### config.mk
export PLATFORM = sky130hd
export DESIGN_NAME = swd_xact_engine
export DESIGN_NICKNAME = d
export VERILOG_FILES = /design/src/rtl/swd_pkg.sv /design/src/rtl/swd_clk_div.sv /design/src/rtl/swd_seq.sv /design/src/rtl/swd_xact_engine.sv
export SDC_FILE = /design/constraint.sdc
export NUM_CORES = 1
export LEC_CHECK = 0
export BUFFER_PORTS_ARGS = -buffer_cell sky130_fd_sc_hd__buf_2
export CAP_MARGIN = 20
export CORE_AREA = 3 3 153 125
export CTS_CLUSTER_SIZE = 10
export DETAILED_ROUTE_END_ITERATION = 10
export DIE_AREA = 0 0 156 128
export GPL_TIMING_DRIVEN = 0
export MAX_ROUTING_LAYER = met4
export PLACE_DENSITY = 0.64
export SETUP_SLACK_MARGIN = 0.4
export SKIP_LAST_GASP = 1
export SLEW_MARGIN = 15
export SYNTH_ARGS = -nofsm -noshare
export SYNTH_HDL_FRONTEND = slang
export SYNTH_SLANG_ARGS = --single-unit
export TNS_END_PERCENT = 50
### constraint.sdc
create_clock -name clk -period 2.7 [get_ports clk]
set_input_delay 0.27 -clock clk [delete_from_list [all_inputs] [get_ports clk]]
set_output_delay 0.27 -clock clk [all_outputs]
set_load 0.02 [all_outputs]
### src/rtl/swd_pkg.sv
package swd_pkg;

    localparam int HDR_W  = 8;
    localparam int WORD_W = 32;

    typedef enum logic [2:0] {
        ST_OK     = 3'd0,
        ST_WAIT   = 3'd1,
        ST_FAULT  = 3'd2,
        ST_PROTO  = 3'd3,
        ST_PARERR = 3'd4
    } status_e;

    localparam logic [2:0] ACK_OK    = 3'b001;
    localparam logic [2:0] ACK_WAIT  = 3'b010;
    localparam logic [2:0] ACK_FAULT = 3'b100;

    typedef enum logic [2:0] {
        S_IDLE, S_HDR, S_TRN1, S_ACK, S_RDATA, S_TRN2, S_WDATA
    } phase_e;

    typedef struct packed {
        logic              ap;
        logic              rd;
        logic [1:0]        addr;
        logic [WORD_W-1:0] wdata;
    } req_t;

    // Header as sent on the wire, bit 0 first.
    function automatic logic [HDR_W-1:0] build_hdr(input req_t r);
        logic par;
        par = r.ap ^ r.rd ^ r.addr[1] ^ r.addr[0];
        return {1'b1, 1'b0, par, r.addr[1], r.addr[0], r.rd, r.ap, 1'b1};
    endfunction

endpackage

### src/rtl/swd_clk_div.sv
module swd_clk_div #(
    parameter int DIV_W   = 8,
    parameter int DIV_RST = 1
) (
    input  logic             clk,
    input  logic             rst,
    input  logic             en,
    input  logic             set_valid,
    input  logic [DIV_W-1:0] set_val,
    output logic             swclk,
    output logic             rise,
    output logic             fall
);
    logic [DIV_W-1:0] div_cur;
    logic [DIV_W-1:0] cnt;
    logic [DIV_W-1:0] pend_val;
    logic             pend_valid;
    logic             tick;

    assign tick = en && (cnt >= div_cur);
    assign rise = tick && !swclk;
    assign fall = tick && swclk;

    // Slower settings apply at once; faster ones wait for idle.
    always_ff @(posedge clk) begin
        if (rst) begin
            div_cur    <= DIV_W'(DIV_RST);
            pend_val   <= '0;
            pend_valid <= 1'b0;
        end else if (set_valid) begin
            if (set_val >= div_cur) begin
                div_cur    <= set_val;
                pend_valid <= 1'b0;
            end else begin
                pend_val   <= set_val;
                pend_valid <= 1'b1;
            end
        end else if (pend_valid && !en) begin
            div_cur    <= pend_val;
            pend_valid <= 1'b0;
        end
    end

    always_ff @(posedge clk) begin
        if (rst || !en) begin
            cnt   <= '0;
            swclk <= 1'b0;
        end else if (tick) begin
            cnt   <= '0;
            swclk <= !swclk;
        end else begin
            cnt <= cnt + 1'b1;
        end
    end
endmodule

### src/rtl/swd_seq.sv
module swd_seq
    import swd_pkg::*;
(
    input  logic              clk,
    input  logic              rst,
    input  logic              start,
    input  req_t              req,
    input  logic              rise,
    input  logic              fall,
    input  logic              swdio_in,
    output logic              busy,
    output logic              done,
    output status_e           status,
    output logic [WORD_W-1:0] rdata,
    output logic              swdio_out,
    output logic              swdio_oe
);
    localparam int CNT_W = $clog2(WORD_W + 1);
    localparam logic [CNT_W-1:0] LAST_HDR  = CNT_W'(HDR_W - 1);
    localparam logic [CNT_W-1:0] LAST_ACK  = CNT_W'(2);
    localparam logic [CNT_W-1:0] PAR_SLOT  = CNT_W'(WORD_W);

    phase_e            st;
    logic [CNT_W-1:0]  bcnt;
    logic [HDR_W-1:0]  hdr_q;
    logic [WORD_W-1:0] wsh, rsh;
    logic              wpar, racc, perr, is_rd, go_wr;
    logic [2:0]        ack_q;

    assign busy     = (st != S_IDLE);
    assign swdio_oe = (st == S_IDLE) || (st == S_HDR) || (st == S_WDATA);
    always_comb begin
        unique case (st)
            S_HDR:   swdio_out = hdr_q[0];
            S_WDATA: swdio_out = (bcnt == PAR_SLOT) ? wpar : wsh[0];
            default: swdio_out = 1'b0;
        endcase
    end

    always_ff @(posedge clk) begin
        done <= 1'b0;
        if (rst) begin
            st     <= S_IDLE;
            bcnt   <= '0;
            hdr_q  <= '0;
            wsh    <= '0;
            rsh    <= '0;
            rdata  <= '0;
            wpar   <= 1'b0;
            racc   <= 1'b0;
            perr   <= 1'b0;
            is_rd  <= 1'b0;
            go_wr  <= 1'b0;
            ack_q  <= '0;
            status <= ST_OK;
        end else begin
            unique case (st)
                S_IDLE: if (start) begin
                    st    <= S_HDR;
                    hdr_q <= build_hdr(req);
                    wsh   <= req.wdata;
                    wpar  <= ^req.wdata;
                    is_rd <= req.rd;
                    bcnt  <= '0;
                    go_wr <= 1'b0;
                end
                S_HDR: if (fall) begin
                    if (bcnt == LAST_HDR) begin
                        st   <= S_TRN1;
                        bcnt <= '0;
                    end else begin
                        bcnt  <= bcnt + 1'b1;
                        hdr_q <= {1'b0, hdr_q[HDR_W-1:1]};
                    end
                end
                S_TRN1: if (fall) st <= S_ACK;
                S_ACK: begin
                    if (rise) ack_q <= {swdio_in, ack_q[2:1]};
                    if (fall) begin
                        if (bcnt == LAST_ACK) begin
                            bcnt <= '0;
                            st   <= S_TRN2;
                            unique case (ack_q)
                                ACK_OK: begin
                                    status <= ST_OK;
                                    racc   <= 1'b0;
                                    if (is_rd) st <= S_RDATA;
                                    else       go_wr <= 1'b1;
                                end
                                ACK_WAIT:  status <= ST_WAIT;
                                ACK_FAULT: status <= ST_FAULT;
                                default:   status <= ST_PROTO;
                            endcase
                        end else begin
                            bcnt <= bcnt + 1'b1;
                        end
                    end
                end
                S_RDATA: begin
                    if (rise) begin
                        if (bcnt != PAR_SLOT) begin
                            rsh  <= {swdio_in, rsh[WORD_W-1:1]};
                            racc <= racc ^ swdio_in;
                        end else begin
                            perr <= racc ^ swdio_in;
                        end
                    end
                    if (fall) begin
                        if (bcnt == PAR_SLOT) begin
                            st     <= S_TRN2;
                            rdata  <= rsh;
                            status <= perr ? ST_PARERR : ST_OK;
                        end else begin
                            bcnt <= bcnt + 1'b1;
                        end
                    end
                end
                S_TRN2: if (fall) begin
                    if (go_wr) begin
                        st    <= S_WDATA;
                        bcnt  <= '0;
                        go_wr <= 1'b0;
                    end else begin
                        st   <= S_IDLE;
                        done <= 1'b1;
                    end
                end
                S_WDATA: if (fall) begin
                    if (bcnt == PAR_SLOT) begin
                        st   <= S_IDLE;
                        done <= 1'b1;
                    end else begin
                        bcnt <= bcnt + 1'b1;
                        wsh  <= {1'b0, wsh[WORD_W-1:1]};
                    end
                end
                default: st <= S_IDLE;
            endcase
        end
    end
endmodule

### src/rtl/swd_xact_engine.sv
module swd_xact_engine
    import swd_pkg::*;
#(
    parameter int DIV_W   = 8,
    parameter int DIV_RST = 1
) (
    input  logic              clk,
    input  logic              rst,
    input  logic              req_valid,
    input  logic              req_ap,
    input  logic              req_rd,
    input  logic [1:0]        req_addr,
    input  logic [WORD_W-1:0] req_wdata,
    input  logic              div_valid,
    input  logic [DIV_W-1:0]  div_val,
    output logic              busy,
    output logic              done,
    output logic [2:0]        status,
    output logic [WORD_W-1:0] rdata,
    output logic              swclk,
    output logic              swdio_out,
    output logic              swdio_oe,
    input  logic              swdio_in
);
    req_t    req;
    status_e st_e;
    logic    rise, fall, start;

    assign req    = '{ap: req_ap, rd: req_rd, addr: req_addr, wdata: req_wdata};
    assign start  = req_valid && !busy;
    assign status = st_e;

    swd_clk_div #(.DIV_W(DIV_W), .DIV_RST(DIV_RST)) div_i (
        .clk(clk), .rst(rst), .en(busy),
        .set_valid(div_valid), .set_val(div_val),
        .swclk(swclk), .rise(rise), .fall(fall)
    );

    swd_seq seq_i (
        .clk(clk), .rst(rst), .start(start), .req(req),
        .rise(rise), .fall(fall), .swdio_in(swdio_in),
        .busy(busy), .done(done), .status(st_e), .rdata(rdata),
        .swdio_out(swdio_out), .swdio_oe(swdio_oe)
    );
endmodule

Yosys cells after proc, flatten, opt, wreduce, memory -nomap -nowiden
Cells that the tools add are included.
{"block": "op_classes", "addsub": 2, "order_cmp": 2, "n_eq_ne": 34, "n_mux": 66, "bitwise_logic": 6, "n_reduce_logical": 35}
{"cell": "2-to-1 mux 32 bit", "count": 3}
{"cell": "one-hot mux 32 bit (2 select lines)", "count": 1}
{"cell": "2-to-1 mux 3 bit", "count": 18}
{"cell": "2-to-1 mux 6 bit", "count": 9}
{"cell": "2-to-1 mux 8 bit", "count": 6}
{"cell": "XOR reduction 32 bit", "count": 1}
{"cell": "one-hot mux 6 bit (5 select lines)", "count": 1}
{"cell": "inequality test 2 bit (second input constant)", "count": 14}
{"cell": "one-hot mux 3 bit (7 select lines)", "count": 1}
{"cell": "2-to-1 mux 1 bit", "count": 20}
{"cell": ">= comparator 8 bit", "count": 2}
{"cell": "one-hot mux 8 bit (2 select lines)", "count": 1}
{"cell": "inequality test 2 x 1 -> 1 bit (second input constant)", "count": 7}
{"cell": "equality test 3 bit (second input constant)", "count": 4}
{"cell": "AND reduction 11 bit", "count": 1}
{"cell": "equality test 3 x 2 -> 1 bit (second input constant)", "count": 3}
{"cell": "AND reduction 3 bit", "count": 3}
{"cell": "adder 8 x 1 -> 8 bit (second input constant)", "count": 1}
{"cell": "AND reduction 2 bit", "count": 4}
{"cell": "AND reduction 4 bit", "count": 2}
{"cell": "AND reduction 8 bit", "count": 1}
{"cell": "nonzero test 2 bit", "count": 4}
{"cell": "AND reduction 7 bit", "count": 1}
{"cell": "adder 6 x 1 -> 6 bit (second input constant)", "count": 1}
{"cell": "20 further kinds", "count": 36}
{"block": "totals", "regBits": 151, "in_bits": 49, "out_inout_bits": 40}

Logic depth before layout (Yosys ltp)
{"block": "logic_depth", "ltp_word": 5, "mapped_depth": 11, "depth_no_buf": 9}

Hierarchy
Synthesis repeated with hierarchy kept, for this count alone.
{"block": "hier_totals", "cells_unflattened": 873, "hier_area_um2": 7153.1}
{"mod": "swd_seq", "instances": 1, "cells_each": 700, "area_per_inst_um2": 5501.5, "seq_area_each_um2": 2502.4}
{"mod": "swd_clk_div", "instances": 1, "cells_each": 172, "area_per_inst_um2": 1637.8, "seq_area_each_um2": 520.5}
{"mod": "swd_xact_engine", "instances": 1, "cells_each": 1, "area_per_inst_um2": 13.8, "seq_area_each_um2": 0.0}

Least setup slack after synthesis
Ideal clock, no wire load.
{"block": "synth_path", "kind": "register to register", "from": "reg div_i.div_cur[5]", "to": "reg seq_i.go_wr", "setup_ns": 0.143, "arrival_time_ns": 2.060, "slack_ns": 0.496, "path_stages_with_launch": 11, "period_less_slack_ns": 2.204, "path_cell_list": "dfxtp_1 > inv_1 > ha_1 > a21o_1 > a21o_1 > a21o_1 > or2_2 > buf_2 > a41o_1 > a41oi_1 > a211oi_1"}
{"block": "synth_between", "elab_chain_len": 5, "elab_cells_between_ends": 6, "classes_between": "order compare (1); eq/ne (2); reduce/logical (3)"}
{"element": "from (decl)", "line": "swd_clk_div.sv:14", "text": "logic [DIV_W-1:0] div_cur;"}
{"element": "from (signal assigned)", "line": "swd_clk_div.sv:27", "text": "div_cur <= DIV_W'(DIV_RST);"}
{"element": "from (signal assigned)", "line": "swd_clk_div.sv:32", "text": "div_cur <= set_val;"}
{"element": "from (signal assigned)", "line": "swd_clk_div.sv:39", "text": "div_cur <= pend_val;"}
{"element": ">= comparator 8 bit *", "line": "swd_clk_div.sv:20", "text": "assign tick = en && (cnt >= div_cur);"}
{"element": "logical AND 1 bit *", "line": "swd_clk_div.sv:20"}
{"element": "logical AND 1 bit *", "line": "swd_clk_div.sv:22", "text": "assign fall = tick && swclk;"}
{"element": "inequality test 2 bit (no source line)"}
{"element": "AND reduction 7 bit (no source line) *"}
{"element": "to (signal assigned)", "line": "swd_seq.sv:53", "text": "go_wr <= 1'b0;"}
{"element": "to (signal assigned)", "line": "swd_seq.sv:65", "text": "go_wr <= 1'b0;"}
{"element": "to (signal assigned)", "line": "swd_seq.sv:88", "text": "else go_wr <= 1'b1;"}
{"element": "to (decl)", "line": "swd_seq.sv:27", "text": "logic wpar, racc, perr, is_rd, go_wr;"}
Mark *: on every way between the ends. The rest lies on a longest branch, timed or not.
A chain may end at the register's enable or synchronous reset.

Worst setup path in the final report
{"block": "layout_path", "from": "reg div_i.div_cur[0]", "to": "reg seq_i.rsh[28]"}
{"block": "layout_between", "elab_chain_len": 4}
{"element": ">= comparator 8 bit", "line": "swd_clk_div.sv:20"}
{"element": "logical AND 1 bit", "line": "swd_clk_div.sv:20"}
{"element": "logical AND 1 bit", "line": "swd_clk_div.sv:21", "text": "assign rise = tick && !swclk;"}
{"element": "AND reduction 3 bit (no source line)"}
{"element": "to (signal assigned)", "line": "swd_seq.sv:102", "text": "rsh <= {swdio_in, rsh[WORD_W-1:1]};"}
{"element": "to (decl)", "line": "swd_seq.sv:26", "text": "logic [WORD_W-1:0] wsh, rsh;"}
No other way between the ends.

==> flow_metrics.py <==
metrics = {
    "run_status": {
        "status": "completed",
    },
    "run": {
        "maxCapViolations": 0,
    },
    "sta": {
        "fin_ws_ns": 0.279,
        "period_needed_ns": 2.42,
        "max_slew_margin_pct": 49.3,
        "hold_viol_final": 0,
        "rsz0062_at_grt": "true",
        "fin_crit_sh_pct": 89.7,
        "drv_slew": 0,
        "tightest_slew_ns": 0.760,
        "tns_ns": 0,
        "timing.fmax_mhz": 413,
        "fin_skew_ns": 0.00932,
        "hold_slack_ns": 0.118,
        "setup_viol": 0,
    },
    "layout": {
        "final-instance-count-excl-fill": 1177,
        "design_area_um2": 9690,
        "final_nets": 1009,
        "syn_to_final_growth_pct": 34.4,
        "diodes": 0,
        "post-route-util_pct": 55.4,
        "drive_above_1_share_pct": 32.6,
        "final_common_cell": "dfxtp_1",
        "most-common-layout-cells": "dfxtp_1 (143), buf_2 (94), nor2_1 (90)",
    },
    "yosys": {
        "synth_largest_area_cell": "dfxtp_1",
        "async_flop_share_pct": 0,
        "syn-cell-area_um2": 7210,
        "synth_nets": 859,
        "syn_avg_cell_area_um2": 9.13,
        "netlist_instances": 790,
        "synth.ff_latch_count": 151,
        "yosysSeqAreaShare_pct": 41.9,
        "synth_ff_type": "dfxtp_1",
        "yosysWarnings": 0,
        "synth-edff-count": 0,
        "synth_top_area_share_pct": 41.9,
        "ys_types": 58,
        "synth.area.top_cells": "dfxtp_1 (42%), mux2i_1 (12%), nand2_1 (5.3%)",
    },
    "placement": {
        "gp_congestion": 0.925,
        "pre_cts_ws_ns": 0.0933,
        "io_buffers": 88,
        "dp_hpwl_mm": 12.1,
        "dp_cells": 1103,
        "postPlaceCellArea_um2": 7940,
    },
    "critical_path": {
        "r2r_slack_ns": 0.28,
        "crit_top_cell": "buf_6",
        "path_cells": "ha_1 > and3_4 > o21ai_1 > a31oi_2 > buf_4 > or2_4 > nand4_1 > buf_6 > buf_6 > buf_12 > mux2i_1 > nor2_1",
        "crit_path_end": "seq_i.rsh[28]",
        "r2r_start": "div_i.div_cur[0]",
        "required_ns": 2.99,
        "cp-end-kind": "flip-flop",
        "cpPeakStageDelay_ns": 0.41,
        "critPathLaunchType": "flip-flop",
        "worst-setup-path-type": "reg -> reg",
        "slowest_stage": "dfxtp_1",
        "cp-startpoint": "div_i.div_cur[0]",
        "r2r_end": "seq_i.rsh[28]",
        "r2r_cells": 12,
        "crit_arrival_ns": 2.71,
        "cp_max_fo": 7,
    },
    "route": {
        "remaining_drc_errors": 0,
        "vias": 6127,
        "avgViaCountPerCell": 5.21,
        "drt_wl_total_mm": 18.5,
        "postRouteAntennaNets": 0,
        "dr.pass1.iters": 4,
        "post_drt_wl_per_cell_um": 15.7,
        "drt_iter0_markers": 290,
    },
    "die": {
        "start_util_pct": 41.3,
        "dieWidth_um": 156,
        "die-area_um2": 20000,
        "fp.dieH_um": 128,
        "placementRows": 43,
        "core_um2": 17500,
        "io_pins": 89,
    },
    "clock_network": {
        "cts_tree": "built",
        "cts-root-buf": "clkbuf_16",
        "cts_buffers": 17,
        "cts_buffer_depth": 2,
        "clock-sinks": 151,
        "htree_levels": 4,
        "clk_pin_slew_ns": 0.06,
        "insertion_delay_ns": 0.42,
    },
    "global_route": {
        "track_usage_pct": 18.0,
        "antenna_found_initial": 0,
        "grt_pass1_vias": 5597,
        "grt_first_pass_wirelength_mm": 28.2,
        "grt-ovfl-total": 0,
        "grt_max_degree": 17,
    },
    "power": {
        "p_seq_share_pct": 40.5,
        "max-vdd-ir-drop_uv": 306,
        "leakagePower_nw": 4.54,
        "clkPwrFrac_pct": 41.3,
        "pwr-share-comb_pct": 18.3,
        "intPower_mw": 4.38,
        "p_switching_mw": 1.57,
        "swShare_pct": 26.4,
        "power_density_nw_per_um2": 614,
        "total_power_mw": 5.95,
    },
    "hold_path": {
        "hold_path_class": "in -> reg",
    },
}
-- Yosys cell counts (4+ instances only) --
cell      number
xnor2_1       35
nor2b_1        7
o21ai_1        4
nor2_1        99
or3_1          7
inv_1         19
nor4_1         4
a21o_1        10
nand3_1        9
and3_1         5
clkbuf_1      24
o21ai_0       10
ha_1          20
buf_4          8
nand2_1      101
xor2_1         8
a311oi_1      11
mux2i_1       86
a21oi_1       61
nor3_1         5
nand4_1        9
a211oi_2      29
buf_2         14
dfxtp_1      151
a211oi_1       4
-- power by group through the flow --
stage               clock network (mW)  registers, mW  logic (mW)
global placement                     0           2.45       0.838
floorplan                            0           2.44       0.643
detailed placement                   0           2.45       0.848
global route                      2.60           2.42        1.19
finish                            2.46           2.41        1.09
CTS                               2.51           2.40       0.933
-- worst min path at each step --
stage | from | endpoint | slack, ns | depth (start not counted)
after floorplan | req_rd | seq_i.is_rd | 0.41 | 2
after global placement | seq_i.hdr_q[7] | seq_i.hdr_q[6] | 0.44 | 2
after detailed placement | seq_i.hdr_q[7] | seq_i.hdr_q[6] | 0.45 | 2
after CTS | div_val[4] | div_i.pend_val[4] | 0.10 | 3
after global routing | div_val[4] | div_i.pend_val[4] | 0.15 | 3
final | div_val[4] | div_i.pend_val[4] | 0.12 | 3
-- layout make-up --
class	count	area [µm²]
Fill cell	1542	7790
Timing Repair Buffer	131	1020
Clock buffer	20	467
Inverter	19	71.3
Tap cell	225	282
Clock inverter	11	148
Multi-Input combinational cell	569	4250
Sequential cell	151	3040
Buffer	51	424
-- flip-flops by register name, summed over array words and instances, names as in the netlist --
signal / flops
seq_i.ack_q: 3
div_i.cnt: 8
seq_i.st: 3
div_i.pend_val: 8
seq_i.rsh: 32
div_i.pend_valid: 1
seq_i.wpar: 1
seq_i.status: 3
seq_i.bcnt: 6
seq_i.hdr_q: 8
div_i.swclk: 1
seq_i.is_rd: 1
seq_i.perr: 1
seq_i.rdata: 32
seq_i.done: 1
seq_i.go_wr: 1
seq_i.wsh: 32
div_i.div_cur: 8
seq_i.racc: 1
-- routing by layer --
metal,wire length [µm],share of wire [%],vias up,global-route usage [%]
met5,0,0,-,-
li1,-,-,3070,-
met1,9220,50,2923,25.0
met2,8320,45,118,26.8
met3,739,4.0,16,3.48
met4,201,1.1,0,5.04
-- worst max-delay path: cells and delay by family (launching register included) --
family	cells	cell delay, ns
adder cells (fa/ha/maj)	1	0.27
flip-flops	1	0.41
AO/OA/AOI/OAI	2	0.29
buffers and inverters	4	0.58
AND/OR/NAND/NOR	4	0.53
multiplexers	1	0.19
-- repair_timing --
item | CTS | global route
gates resized for setup | 56 | 126
cloned | 3 | 9
hold buffers | 0 | 0
pin swaps | 8 | 61
setup endpoints to repair | 115 | 143
buffers inserted | 16 | 15
-- kinds of logic (layout without fill, tap and decap cells) --
group           after synthesis  count (layout)  share of synthesized area, %
simple gates                269             269                          16.9
flops                       151             151                          41.9
mux                          86              86                          11.9
xor+xnor                     43              43                          5.22
compound gates              151             151                          16.0
buf+inv                      70             232                          4.61
fa+ha+maj                    20              20                          3.47
Power figures use the tool's default switching activity.
